File: src/rtl/tmr_pkg.sv
package tmr_pkg;
   localparam int CFG_W     = 7;
   localparam int CFG_EN    = 0;
   localparam int CFG_MODE  = 1;
   localparam int CFG_POL   = 3;
   localparam int CFG_IRQEN = 4;

   typedef enum logic [1:0] {
      TM_WAVE = 2'b00,
      TM_CAPT = 2'b01,
      TM_WDOG = 2'b10,
      TM_HOLD = 2'b11
   } tmr_mode_e;

   typedef enum logic [1:0] {
      CP_IDLE = 2'b00,
      CP_HIGH = 2'b01,
      CP_LOW  = 2'b10
   } cap_st_e;
endpackage

File: src/rtl/tmr_edge.sv
module tmr_edge #(
   parameter int STAGES = 2
) (
   input  logic clk,
   input  logic rst_n,
   input  logic pin,
   output logic rise,
   output logic fall
);
   logic [STAGES:0] sh_q;

   always_ff @(posedge clk or negedge rst_n) begin
      if (!rst_n) sh_q <= '0;
      else        sh_q <= {sh_q[STAGES-1:0], pin};
   end

   assign rise = sh_q[STAGES-1] & ~sh_q[STAGES];
   assign fall = ~sh_q[STAGES-1] & sh_q[STAGES];
endmodule

File: src/rtl/tmr_chan.sv
module tmr_chan
   import tmr_pkg::*;
#(
   parameter int CNT_W = 32
) (
   input  logic             clk,
   input  logic             rst_n,
   input  logic             run,
   input  logic [CFG_W-1:0] cfg,
   input  logic             rise,
   input  logic             fall,
   input  logic             wr_cnt,
   input  logic             wr_per,
   input  logic             wr_pw,
   input  logic [CNT_W-1:0] wdata,
   output logic [CNT_W-1:0] cnt,
   output logic [CNT_W-1:0] per,
   output logic [CNT_W-1:0] pw,
   output logic             pin_out,
   output logic             pin_oe,
   output logic             evt,
   output logic             ovf_evt
);
   localparam logic [CNT_W-1:0] ONE = CNT_W'(1);

   tmr_mode_e        mode;
   cap_st_e          st_q, st_d;
   logic [CNT_W-1:0] cnt_d, per_d, pw_d;
   logic             hit;

   assign mode = tmr_mode_e'(cfg[CFG_MODE +: 2]);
   assign hit  = cfg[CFG_POL] ? fall : rise;

   always_comb begin
      cnt_d   = cnt;
      per_d   = per;
      pw_d    = pw;
      st_d    = st_q;
      evt     = 1'b0;
      ovf_evt = 1'b0;
      if (!run) begin
         st_d = CP_IDLE;
      end else begin
         case (mode)
            TM_WAVE: begin
               if (cnt == per - ONE) begin
                  cnt_d = '0;
                  evt   = 1'b1;
               end else begin
                  cnt_d = cnt + ONE;
               end
            end
            TM_CAPT: begin
               case (st_q)
                  CP_IDLE: begin
                     if (rise) begin
                        cnt_d = ONE;
                        st_d  = CP_HIGH;
                     end
                  end
                  CP_HIGH: begin
                     if (fall) begin
                        pw_d  = cnt;
                        cnt_d = cnt + ONE;
                        st_d  = CP_LOW;
                     end else if (&cnt) begin
                        cnt_d   = '0;
                        ovf_evt = 1'b1;
                        st_d    = CP_IDLE;
                     end else begin
                        cnt_d = cnt + ONE;
                     end
                  end
                  CP_LOW: begin
                     if (rise) begin
                        per_d = cnt;
                        cnt_d = ONE;
                        evt   = 1'b1;
                        st_d  = CP_HIGH;
                     end else if (&cnt) begin
                        cnt_d   = '0;
                        ovf_evt = 1'b1;
                        st_d    = CP_IDLE;
                     end else begin
                        cnt_d = cnt + ONE;
                     end
                  end
                  default: st_d = CP_IDLE;
               endcase
            end
            TM_WDOG: begin
               if (hit) begin
                  if (cnt + ONE == per) begin
                     cnt_d = '0;
                     evt   = 1'b1;
                  end else begin
                     cnt_d = cnt + ONE;
                  end
               end
            end
            default: ;
         endcase
      end
      if (wr_cnt) cnt_d = wdata;
      if (wr_per) per_d = wdata;
      if (wr_pw)  pw_d  = wdata;
   end

   always_ff @(posedge clk or negedge rst_n) begin
      if (!rst_n) begin
         cnt  <= '0;
         per  <= '0;
         pw   <= '0;
         st_q <= CP_IDLE;
      end else begin
         cnt  <= cnt_d;
         per  <= per_d;
         pw   <= pw_d;
         st_q <= st_d;
      end
   end

   assign pin_oe  = cfg[CFG_EN] && (mode == TM_WAVE);
   assign pin_out = run && (mode == TM_WAVE) && (cnt < pw);
endmodule

File: src/rtl/tmr_array.sv
module tmr_array
   import tmr_pkg::*;
#(
   parameter int NUM_TMR     = 3,
   parameter int CNT_W       = 32,
   parameter int ADDR_W      = 4,
   parameter int SYNC_STAGES = 2
) (
   input  logic                clk,
   input  logic                rst_n,
   input  logic                reg_we,
   input  logic [ADDR_W-1:0]   reg_addr,
   input  logic [CNT_W-1:0]    reg_wdata,
   output logic [CNT_W-1:0]    reg_rdata,
   input  logic [NUM_TMR-1:0]  pin_in,
   output logic [NUM_TMR-1:0]  pin_out,
   output logic [NUM_TMR-1:0]  pin_oe,
   output logic [NUM_TMR-1:0]  irq
);
   localparam logic [ADDR_W-1:0] STAT_A = ADDR_W'(4 * NUM_TMR);
   localparam logic [ADDR_W-1:0] GEN_A  = ADDR_W'(4 * NUM_TMR + 1);
   localparam int                IDX_W  = ADDR_W - 2;

   if (CNT_W < 3 * NUM_TMR || CNT_W < CFG_W) begin : g_bad_width
      $error("tmr_array: CNT_W too narrow for status or configuration");
   end
   if (4 * NUM_TMR + 2 > 2 ** ADDR_W) begin : g_bad_addr
      $error("tmr_array: ADDR_W too small for register map");
   end
   if (SYNC_STAGES < 2) begin : g_bad_sync
      $error("tmr_array: SYNC_STAGES must be at least 2");
   end

   logic [NUM_TMR-1:0][CFG_W-1:0] cfg_q;
   logic [NUM_TMR-1:0][CNT_W-1:0] cnt_q, per_q, pw_q;
   logic [NUM_TMR-1:0]            rise, fall, run, ev, ovf_ev;
   logic [NUM_TMR-1:0]            st_int, st_ovf, clr_int, clr_ovf;
   logic                          gen_q, stat_wr;

   assign stat_wr = reg_we && (reg_addr == STAT_A);
   assign clr_int = stat_wr ? reg_wdata[NUM_TMR-1:0] : '0;
   assign clr_ovf = stat_wr ? reg_wdata[2*NUM_TMR-1:NUM_TMR] : '0;

   for (genvar i = 0; i < NUM_TMR; i++) begin : g_tmr
      logic wr_cfg, wr_cnt, wr_per, wr_pw;
      assign wr_cfg = reg_we && (reg_addr == ADDR_W'(4 * i));
      assign wr_cnt = reg_we && (reg_addr == ADDR_W'(4 * i + 1));
      assign wr_per = reg_we && (reg_addr == ADDR_W'(4 * i + 2));
      assign wr_pw  = reg_we && (reg_addr == ADDR_W'(4 * i + 3));

      always_ff @(posedge clk or negedge rst_n) begin
         if (!rst_n)      cfg_q[i] <= '0;
         else if (wr_cfg) cfg_q[i] <= reg_wdata[CFG_W-1:0];
      end

      assign run[i] = gen_q && cfg_q[i][CFG_EN];
      assign irq[i] = st_int[i] && cfg_q[i][CFG_IRQEN];

      tmr_edge #(.STAGES(SYNC_STAGES)) u_edge (
         .clk  (clk),
         .rst_n(rst_n),
         .pin  (pin_in[i]),
         .rise (rise[i]),
         .fall (fall[i])
      );

      tmr_chan #(.CNT_W(CNT_W)) u_chan (
         .clk    (clk),
         .rst_n  (rst_n),
         .run    (run[i]),
         .cfg    (cfg_q[i]),
         .rise   (rise[i]),
         .fall   (fall[i]),
         .wr_cnt (wr_cnt),
         .wr_per (wr_per),
         .wr_pw  (wr_pw),
         .wdata  (reg_wdata),
         .cnt    (cnt_q[i]),
         .per    (per_q[i]),
         .pw     (pw_q[i]),
         .pin_out(pin_out[i]),
         .pin_oe (pin_oe[i]),
         .evt    (ev[i]),
         .ovf_evt(ovf_ev[i])
      );
   end

   always_ff @(posedge clk or negedge rst_n) begin
      if (!rst_n) begin
         gen_q  <= 1'b0;
         st_int <= '0;
         st_ovf <= '0;
      end else begin
         if (reg_we && reg_addr == GEN_A) gen_q <= reg_wdata[0];
         st_int <= (st_int & ~clr_int) | ev;
         st_ovf <= (st_ovf & ~clr_ovf) | ovf_ev;
      end
   end

   always_comb begin
      reg_rdata = '0;
      if (reg_addr == STAT_A) begin
         reg_rdata = CNT_W'({run, st_ovf, st_int});
      end else if (reg_addr == GEN_A) begin
         reg_rdata = CNT_W'(gen_q);
      end else begin
         for (int i = 0; i < NUM_TMR; i++) begin
            if (reg_addr[ADDR_W-1:2] == IDX_W'(i)) begin
               case (reg_addr[1:0])
                  2'd0:    reg_rdata = CNT_W'(cfg_q[i]);
                  2'd1:    reg_rdata = cnt_q[i];
                  2'd2:    reg_rdata = per_q[i];
                  default: reg_rdata = pw_q[i];
               endcase
            end
         end
      end
   end
endmodule

File: config.mk
export PLATFORM = sky130hd
export DESIGN_NAME = tmr_array
export DESIGN_NICKNAME = d
export VERILOG_FILES = /design/src/rtl/tmr_pkg.sv /design/src/rtl/tmr_edge.sv /design/src/rtl/tmr_chan.sv /design/src/rtl/tmr_array.sv
export SDC_FILE = /design/constraint.sdc
export NUM_CORES = 1
export LEC_CHECK = 0
export BUFFER_PORTS_ARGS = -buffer_cell sky130_fd_sc_hd__buf_4
export CAP_MARGIN = 30
export CORE_ASPECT_RATIO = 0.75
export CORE_MARGIN = 2
export CORE_UTILIZATION = 51
export DETAILED_ROUTE_END_ITERATION = 12
export PLACE_DENSITY = 0.67
export SLEW_MARGIN = 20
export SYNTH_ARGS = -nofsm -noshare
export SYNTH_HDL_FRONTEND = slang
export SYNTH_SLANG_ARGS = --single-unit
File: constraint.sdc
create_clock -name clk -period 6.9 [get_ports clk]
set_input_delay 1.38 -clock clk [delete_from_list [all_inputs] [get_ports clk]]
set_output_delay 1.38 -clock clk [all_outputs]
set_load 0.03 [all_outputs]
; ---- After elaboration in Yosys (flattened, before gate mapping)
; Index checks and enable logic that the tools add are counted.
[totals]
ff_bits = 331
input_bits = 42
[classes]
add_sub_neg = 6
n_lt_le_gt_ge = 3
n_eq_ne = 50
mux = 136
bitwise = 18
n_reduce_logical = 83
[op_table]
columns = op, n
row1 = 32-bit two-way mux, 62
row2 = 32-bit case mux with 3 select lines, 9
row3 = 32-bit == test, 6
row4 = "32-bit by 1-bit adder with 32-bit output, second input constant", 3
row5 = 32-bit less-than comparator, 3
row6 = 32-bit AND reduction, 3
row7 = "32-bit by 1-bit subtractor with 32-bit output, second input constant", 3
row8 = 2-bit nonzero test, 27
row9 = 1-bit two-way mux, 36
row10 = 2-bit two-way mux, 18
row11 = 1-bit logical AND, 29
row12 = "4-bit == test, second input constant", 6
row13 = 4-bit AND reduction, 6
row14 = 2-bit case mux with 3 select lines, 3
row15 = "2-bit by 1-bit == test with 1-bit output, second input constant", 8
row16 = "2-bit == test, second input constant", 8
row17 = "4-bit by 3-bit == test with 1-bit output, second input constant", 4
row18 = 2-bit logical NOT, 8
row19 = "5-bit by 3-bit inequality test with 1-bit output, second input constant", 3
row20 = 5-bit AND reduction, 3
row21 = "4-bit by 2-bit inequality test with 1-bit output, second input constant", 3
row22 = 4-bit nonzero test, 3
row23 = "3-bit by 1-bit inequality test with 1-bit output, second input constant", 3
row24 = "3-bit inequality test, second input constant", 3
row25 = other kinds (13), 36

; ---- Depth between registers and ports, before layout
; Gate-level depths: netlist of run 1.
[logic_depth]
ltp_word = 7
mapped_depth = 16

; ---- By module
; A second synthesis of run 1 with hierarchy kept.
[hier_totals]
hier_cells = 3538
area_unflattened_um2 = 29301.9
[modules_own_cells]
columns = module, instances, cells_per_inst, area_per_inst_um2, seq_area_each_um2
row1 = tmr_chan at g_tmr[1].u_chan, 1, 1078, 8553.2, 2452.4
row2 = tmr_chan at g_tmr[0].u_chan, 1, 1055, 8423.1, 2452.4
row3 = tmr_chan at g_tmr[2].u_chan, 1, 1011, 8215.4, 2452.4
row4 = tmr_array, 1, 379, 3839.9, 700.7
row5 = tmr_edge, 3, 5, 90.1, 75.1

; ---- Worst setup path before layout of run 1
; Ideal clock, no wire load.
[synth_path]
path_type = in2out
start = input port reg_addr[1]
end = output port reg_rdata[30]
arrival_ns = 3.471
setup_slack_ns = 2.049
path_stages = 7
n_path_buf = 4
cell_sequence = clkbuf_1 -> nor2b_1 -> clkbuf_1 -> clkbuf_1 -> buf_1 -> a221oi_1 -> o32ai_1
[synth_between]
elab_chain_len = 7
word_cells_on_any_way = 13
[synth_rtl]
columns = item, line_no
row1 = from (decl), tmr_array.sv:12  ; input logic [ADDR_W-1:0] reg_addr,
row2 = 2-bit == test (tied with other cells), tmr_array.sv:109  ; case (reg_addr[1:0])
row3 = 32-bit case mux with 3 select lines, tmr_array.sv:109
row4 = 32-bit two-way mux (3 in series), tmr_array.sv:108  ; if (reg_addr[ADDR_W-1:2] == IDX_W'(i)) begin
row5 = 32-bit two-way mux, tmr_array.sv:104  ; end else if (reg_addr == GEN_A) begin
row6 = 32-bit two-way mux *, tmr_array.sv:102  ; if (reg_addr == STAT_A) begin
row7 = to (decl), tmr_array.sv:14  ; output logic [CNT_W-1:0] reg_rdata,
; Mark *: on every way between the ends. The rest lies on a longest branch, timed or not.

; ---- Final worst setup path of run 1
[layout_path]
start = register g_tmr[0].u_chan.cnt[1]
end = output port pin_out[0]
[layout_between]
elab_chain_len = 2
[layout_rtl]
columns = item, line_no
row1 = from (decl), tmr_chan.sv:16  ; output logic [CNT_W-1:0] cnt,
row2 = from (signal assigned), tmr_chan.sv:116  ; cnt <= cnt_d;
row3 = 32-bit less-than comparator, tmr_chan.sv:124  ; assign pin_out = run && (mode == TM_WAVE) && (cnt < pw);
row4 = 1-bit logical AND, tmr_chan.sv:124
row5 = to (decl), tmr_array.sv:16  ; output logic [NUM_TMR-1:0] pin_out,
; Every way passes these cells.

==> results of run 1 <==
[power groups by stage]
stage               Clock, mW  Sequential (mW)  Combinational, mW
finish                   2.30             4.04               6.04
global route             2.39             4.10               6.54
CTS                      2.31             3.95               5.83
detailed placement          0             3.98               5.79
global placement            0             3.96               5.61
floorplan                   0             2.86               4.92
[path summary, 6_finish.rpt]
kind	endpoint	start	slack, ns
hold / removal	g_tmr[2].u_edge.sh_q[1]	g_tmr[2].u_edge.sh_q[0]	0.35
setup reg to reg	g_tmr[2].u_chan.cnt[14]	g_tmr[2].u_chan.per[1]	1.70
setup / recovery	pin_out[0]	g_tmr[0].u_chan.cnt[1]	1.41
max in group asynchronous	cfg_q[12]	rst_n	4.51
hold reg to reg	g_tmr[2].u_edge.sh_q[1]	g_tmr[2].u_edge.sh_q[0]	0.35
min in group asynchronous	g_tmr[1].u_chan.per[13]	rst_n	0.85
[synthesized netlist by cell type (19+ instances only)]
library cell  instances  area, um2
and3_1               30      187.7
nand2b_1             26      162.7
a21oi_1             301       1506
o211ai_1             33      247.7
nor2_1              327       1227
inv_1               163      611.8
nor3_1              117      585.6
a31oi_1              30      187.7
or3_1                27      168.9
nor2b_1              37      231.5
o32ai_1              26      227.7
nand2_1             241      904.6
mux2i_1             224       2242
nand4_1              98      613.1
o21ai_1              21      105.1
a221oi_1             55      481.7
a21o_1               42      315.3
o21ai_0             179      895.9
a2bb2oi_2            19      285.3
xor2_1               66      578.1
ha_1                123       1539
mux2_2               93       1047
nand3_1             113      565.5
and2_1               30      187.7
dfrtp_1             331       8283
clkbuf_1            288       1081
xnor2_1             117       1025
nor4_1               68      425.4
a22oi_1              79      593.1
or4_1                34      255.2
buf_1                49      183.9
[critical path, stage by stage, from the launching register on]
cell and delay (ns):
dfrtp_1 0.51, ha_1 0.35, a21o_1 0.16, a21o_1 0.17, a21o_1 0.17, a21o_1 0.17, a21oi_1 0.27, o211ai_1 0.25
a221oi_1 0.58, o31ai_1 0.27, a221oi_1 0.39, buf_4 0.23
[area by class of cell]
cell class                      instances  area (um2)
Sequential cell                       331        8283
Inverter                              163       611.8
Clock inverter                         17       267.8
Clock buffer                           53        1099
Multi-Input combinational cell       2823       19300
Timing Repair Buffer                  134        1076
Fill cell                            5313       25720
Tap cell                              780       975.9
Antenna cell                            3       7.507
[kinds of logic after synthesis]
group	count (synthesis)	synth area share (%)
compound gates	953	21.28
xor+xnor	183	5.428
buf+inv	525	6.954
fa+ha+maj	123	5.212
flops	331	28.05
simple gates	1237	21.17
mux	327	11.90
[per-stage QoR]
| stage | utilization [%] | hold slack, ns | cell area [um2] | power (mW) | setup WS, ns |
|---|---|---|---|---|---|
| after floorplan | - | 0.3312 | 29530 | 7.782 | 2.049 |
| after global placement | 52.55 | 0.3361 | 30130 | 9.566 | 1.658 |
| after detailed placement | 52.70 | 0.3363 | 30220 | 9.766 | 1.616 |
| after CTS | 55.08 | 0.3574 | 31580 | 12.09 | 1.538 |
| after global routing | 55.13 | 0.3619 | 31610 | 13.02 | 1.377 |
| final | 55.14 | 0.3517 | 31620 | 12.38 | 1.410 |
[registers in the layout (all words and copies together) (netlist names)]
register	cells
g_tmr.u_chan.cnt	96
g_tmr.u_edge.sh_q	9
g_tmr.u_chan.pw	96
st_int	3
g_tmr.u_chan.st_q	6
st_ovf	3
gen_q	1
g_tmr.u_chan.per	96
cfg_q	21
[routing by layer]
layer / global-route usage, % / up-vias / wire length [um]
met3: 14.12 / 318 / 17610
met1: 57.59 / 14689 / 51110
li1: - / 13083 / -
met4: 17.83 / 8 / 5823
met5: 0 / - / 72
met2: 56.19 / 2057 / 49650
==> impl_metrics.tcl, run 1 <==
set metrics [dict create \
    startpoint_type "flip-flop" \
    relSlewSlack_pct 36.38 \
    wl_per_cell_um 28.87 \
    num_vias 30155 \
    max_freq_ghz 0.1821 \
    yosysSeqAreaShare_pct 28.05 \
    cts_tree "yes" \
    ant_nets 0 \
    cts_buffers 39 \
    dieArea_um2 59860 \
    clock-sinks 331 \
    clock_latency_ns 0.59 \
    clkPwrFrac_pct 18.6 \
    max_cap_violations 0 \
    core_area_um2 57340 \
    synth.cell_area_um2 29530 \
    numPortBuffers 82 \
    initial_core_util_pct 51.49 \
    clock_skew_ns 0.02533 \
    syn_inst 3679 \
    drv_slew 0 \
    p_switching_mw 6.110 \
    switching_share_pct 49.37 \
    worst_setup_path_end_kind "output pin" \
    route.detailed.drc 0 \
    layout_common_cells "dfrtp_1 (331), nor2_1 (322), a21oi_1 (301), nand2_1 (241), mux2i_1 (224)" \
    drt_pass1_iterations 7 \
    final_common_cell "dfrtp_1" \
    finalSetupTns_ns 0 \
    totalWireLength_um 124300 \
    reg2regPathDepth 14 \
    synthArstFlopShare_pct 100.0 \
    synth_edf_count 0 \
    min_period_over_period_pct 79.57 \
    fin_nets 3657 \
    hpwlAfterDp_um 88330 \
    grt_first_pass_wirelength_um 183500 \
    drive_gt1_share_pct 10.57 \
    rsz0062_at_grt "no" \
    die_h_um 212.4 \
    p_per_area_nw_per_um2 391.5 \
    peakVddDrop_mv 0.2097 \
    syn_area_per_cell_um2 8.026 \
    tightest_slew_ns 0.9543 \
    clk_pin_slew_worst_paths_ns 0.06 \
    synth.distinct_cells 86 \
    gp_congestion 1.108 \
    cts_hold_buf 0 \
    setup_viol 0 \
    cts.path.max_buffers 3 \
    min_period_ns 5.490 \
    die_width_um 281.8 \
    clockRootBuffer "clkbuf_16" \
    syn_to_final_growth_pct 7.077 \
    hold_violations 0 \
    cp.required_ns 5.52 \
    grt_usage_pct 40.93 \
    post_cts_buffers 0 \
    sequentialPowerShare_pct 32.7 \
    vias_per_cell 7.006 \
    cp.arrival_ns 4.11 \
    grt_max_degree 159 \
    path_max_fanout 9 \
    yosysWarnings 0 \
    comb_power_share_pct 48.8 \
    pin_count 83 \
    status "completed" \
    p_int_mw 6.266 \
    first_global_vias 27652 \
    synth_flop_cell "dfrtp_1" \
    num_rows 76 \
    first_iter_violations 4416 \
    p_leak_nw 12.50 \
    stdcell_count 4304 \
    min_delay_path_depth 0 \
    path_class "reg2out" \
    htree_levels 2 \
    grt-ovfl-total 0 \
    syn_nets 3844 \
    antenna_found_initial 7 \
    cts-resized-gates 0 \
    ys_ff_latch 331 \
    place_inst 4229 \
    worstHoldPathType "reg2reg" \
]
(Power assumes the default switching activity.)
==> run 2, diff against run 1 <==
- ABC_AREA: default -> 1
- clock period: 6.9 -> 5.6 ns (I/O delays scaled with it)
==> run 2 against run 1 <==
  * Clock-buffer cell count grew 1
  * Utilization grew 0.52 points
  * Via count grew 14%
  * Wire length grew 12%
  * Worst setup slack lost 0.69 ns
  * Final cell count grew 29%
  * Design area grew 4.1%
  * Synthesized area grew 3.7%
  * Sequential power grew 17%
==> impl_metrics.tcl, run 2 <==
set metrics [dict create \
    status "completed" \
    synth_flop_cell "dfrtp_1" \
    dpl_cell_area_um2 31600 \
    tightest_slew_ns 1.028 \
    finalWorstSetupSlack_ns 0.7240 \
    drv_slew 0 \
    cts_hold_buf 0 \
    yosysWarnings 0 \
    syn_area_per_cell_um2 6.355 \
    setup_viol 0 \
    totalWireLength_um 139000 \
    ys_top_cells_by_count "nand2_1 (1302), inv_1 (623), o21ai_0 (508)" \
    min_period_ns 4.876 \
    cts_tree "yes" \
    top_regs "g_tmr.u_chan.cnt (96), g_tmr.u_chan.per (96), g_tmr.u_chan.pw (96)" \
    slowest_delay_ns 0.49 \
    grt-ovfl-total 0 \
    fin_nets 4898 \
    clock_latency_ns 0.59 \
    p_leak_nw 15.39 \
    dieArea_um2 62020 \
    grt_max_degree 100 \
    synth.distinct_cells 63 \
    path_max_fanout 36 \
    cp.required_ns 4.48 \
    max_cap_violations 0 \
    critPathTopFamily "buffers and inverters" \
    yosys-top-cells-area "dfrtp_1 (27%), nand2_1 (16%), o21ai_0 (8.3%)" \
    stdcell_count 5550 \
    relSlewSlack_pct 31.38 \
    first_global_vias 30339 \
    synth.cell_area_um2 30610 \
    core_area_um2 59150 \
    startpoint_type "input port" \
    syn_nets 4982 \
    worstHoldPathType "reg2reg" \
    crit_slowest_cell "inv_2" \
    yosysSeqAreaShare_pct 27.06 \
    antenna_found_initial 6 \
    grt_first_pass_wirelength_um 203100 \
    min_period_over_period_pct 87.07 \
    crit_top_cell "o21ai_0" \
    n_fill_cell 6003 \
    route.detailed.drc 0 \
    die_h_um 216.2 \
    cp.arrival_ns 3.76 \
    crit_chain "buf_4 > inv_2 > nor2_2 > inv_2 > o22ai_1 > a221oi_1 > o21ai_0 > o21ai_0 > nand2_1 > nand2_1 > o21ai_0 > buf_4" \
    place_inst 5479 \
    hpwlAfterDp_um 107200 \
    regArea_um2 8283 \
    antenna_cells 0 \
    wl_per_cell_um 25.05 \
    hold_violations 0 \
    numPortBuffers 82 \
    post_cts_buffers 0 \
    max_freq_ghz 0.2051 \
    first_iter_violations 5369 \
    synth_edf_count 0 \
    path_class "in2out" \
    post-route-cell-area_um2 32920 \
    synth_top_area_share_pct 27.06 \
    finalSetupTns_ns 0 \
    pin_count 83 \
    path_buf_inv 4 \
    syn_to_final_growth_pct 7.558 \
    syn_inst 4817 \
    ys_ff_latch 331 \
    clockRootBuffer "clkbuf_16" \
    layout_common_cells "nand2_1 (1297), inv_1 (623), o21ai_0 (507), nor2_1 (468), dfrtp_1 (331)" \
    htree_levels 2 \
    worst_setup_path_end_kind "output pin" \
    cts-resized-gates 0 \
    initial_core_util_pct 51.75 \
    synth_most_common_cell "nand2_1" \
    clk_pin_slew_worst_paths_ns 0.06 \
    final_common_cell "nand2_1" \
    drt_pass1_iterations 9 \
    clock-sinks 331 \
    rsz0062_at_grt "no" \
    num_rows 77 \
    ant_nets 0 \
    gp_congestion 1.047 \
    drive_gt1_share_pct 7.206 \
    peakVddDrop_mv 0.2755 \
    num_vias 34440 \
    vias_per_cell 6.205 \
    yosysTopAreaCell "dfrtp_1" \
    multi_input_area_um2 18840 \
    cts.path.max_buffers 3 \
    cts_buffers 41 \
    dp_slack_ns 0.8481 \
    die_width_um 286.9 \
    grt_usage_pct 44.07 \
    synthArstFlopShare_pct 100.0 \
    clock_skew_ns 0.01997 \
    p_per_area_nw_per_um2 506.8 \
]
==> run 2: cell types whose count changed after synthesis, sizes merged, moves of 170 or more <==
| cell | before | now |
|---|---|---|
| nand2 | 241 | 1322 |
| inv | 163 | 650 |
| o21ai | 201 | 516 |
| mux2i | 224 | 0 |
| nand3 | 113 | 298 |
| nor2 | 327 | 510 |
| a21oi | 302 | 132 |
==> run 2: cells by family (layout without fill, tap and decap cells) <==
logic type | count (synthesis) | count (layout) | synth area share [%]
fa+ha+maj | 123 | 123 | 5.028
compound gates | 1008 | 1008 | 19.32
flops | 331 | 331 | 27.06
buf+inv | 907 | 850 | 11.76
xor+xnor | 156 | 156 | 4.598
simple gates | 2292 | 2292 | 32.23
==> run 2: area by class of cell <==
class,count,share of cell area [%]
tap,790,3.002
multi-input combinational,3579,57.21
timing repair buffer,126,3.223
clock inverter,16,0.3762
clock buffer,54,3.576
inverter,654,7.456
sequential,331,25.16
==> run 2: worst paths after layout <==
kind,from,to,slack (ns),cells after the start
min in group asynchronous,rst_n,g_tmr[0].u_edge.sh_q[1],0.53,1
worst min-delay path,g_tmr[0].u_edge.sh_q[0],g_tmr[0].u_edge.sh_q[1],0.35,0
worst max-delay path,reg_addr[0],reg_rdata[6],0.72,12
max in group asynchronous,rst_n,g_tmr[2].u_chan.per[28],3.89,2
worst max register to register,g_tmr[0].u_chan.cnt[11],g_tmr[0].u_chan.cnt[27],1.18,15
worst min register to register,g_tmr[0].u_edge.sh_q[0],g_tmr[0].u_edge.sh_q[1],0.35,0
==> run 2: routing by layer <==
layer	GRT usage, %	part of all wire [%]
met2	57.64	38
met4	14.01	3.7
met5	0	0.026
met3	15.01	16
met1	66.56	43
==> run 2: report_power, final <==
part           leakage [nW]  internal, mW  total, mW  switching, mW
sequential             4.30          3.16       4.74           1.58
clock                 0.641          1.52       2.75           1.22
combinational          10.4          2.92       9.20           6.28
==> run 2: per-stage QoR <==
stage / utilization [%] / hold WS (ns) / power, mW
floorplan: - / 0.3312 / 10.40
global placement: 53.38 / 0.3329 / 13.41
detailed placement: 53.41 / 0.3378 / 13.45
CTS: 55.61 / 0.3530 / 16.20
global route: 55.66 / 0.3549 / 17.72
finish: 55.66 / 0.3499 / 16.69
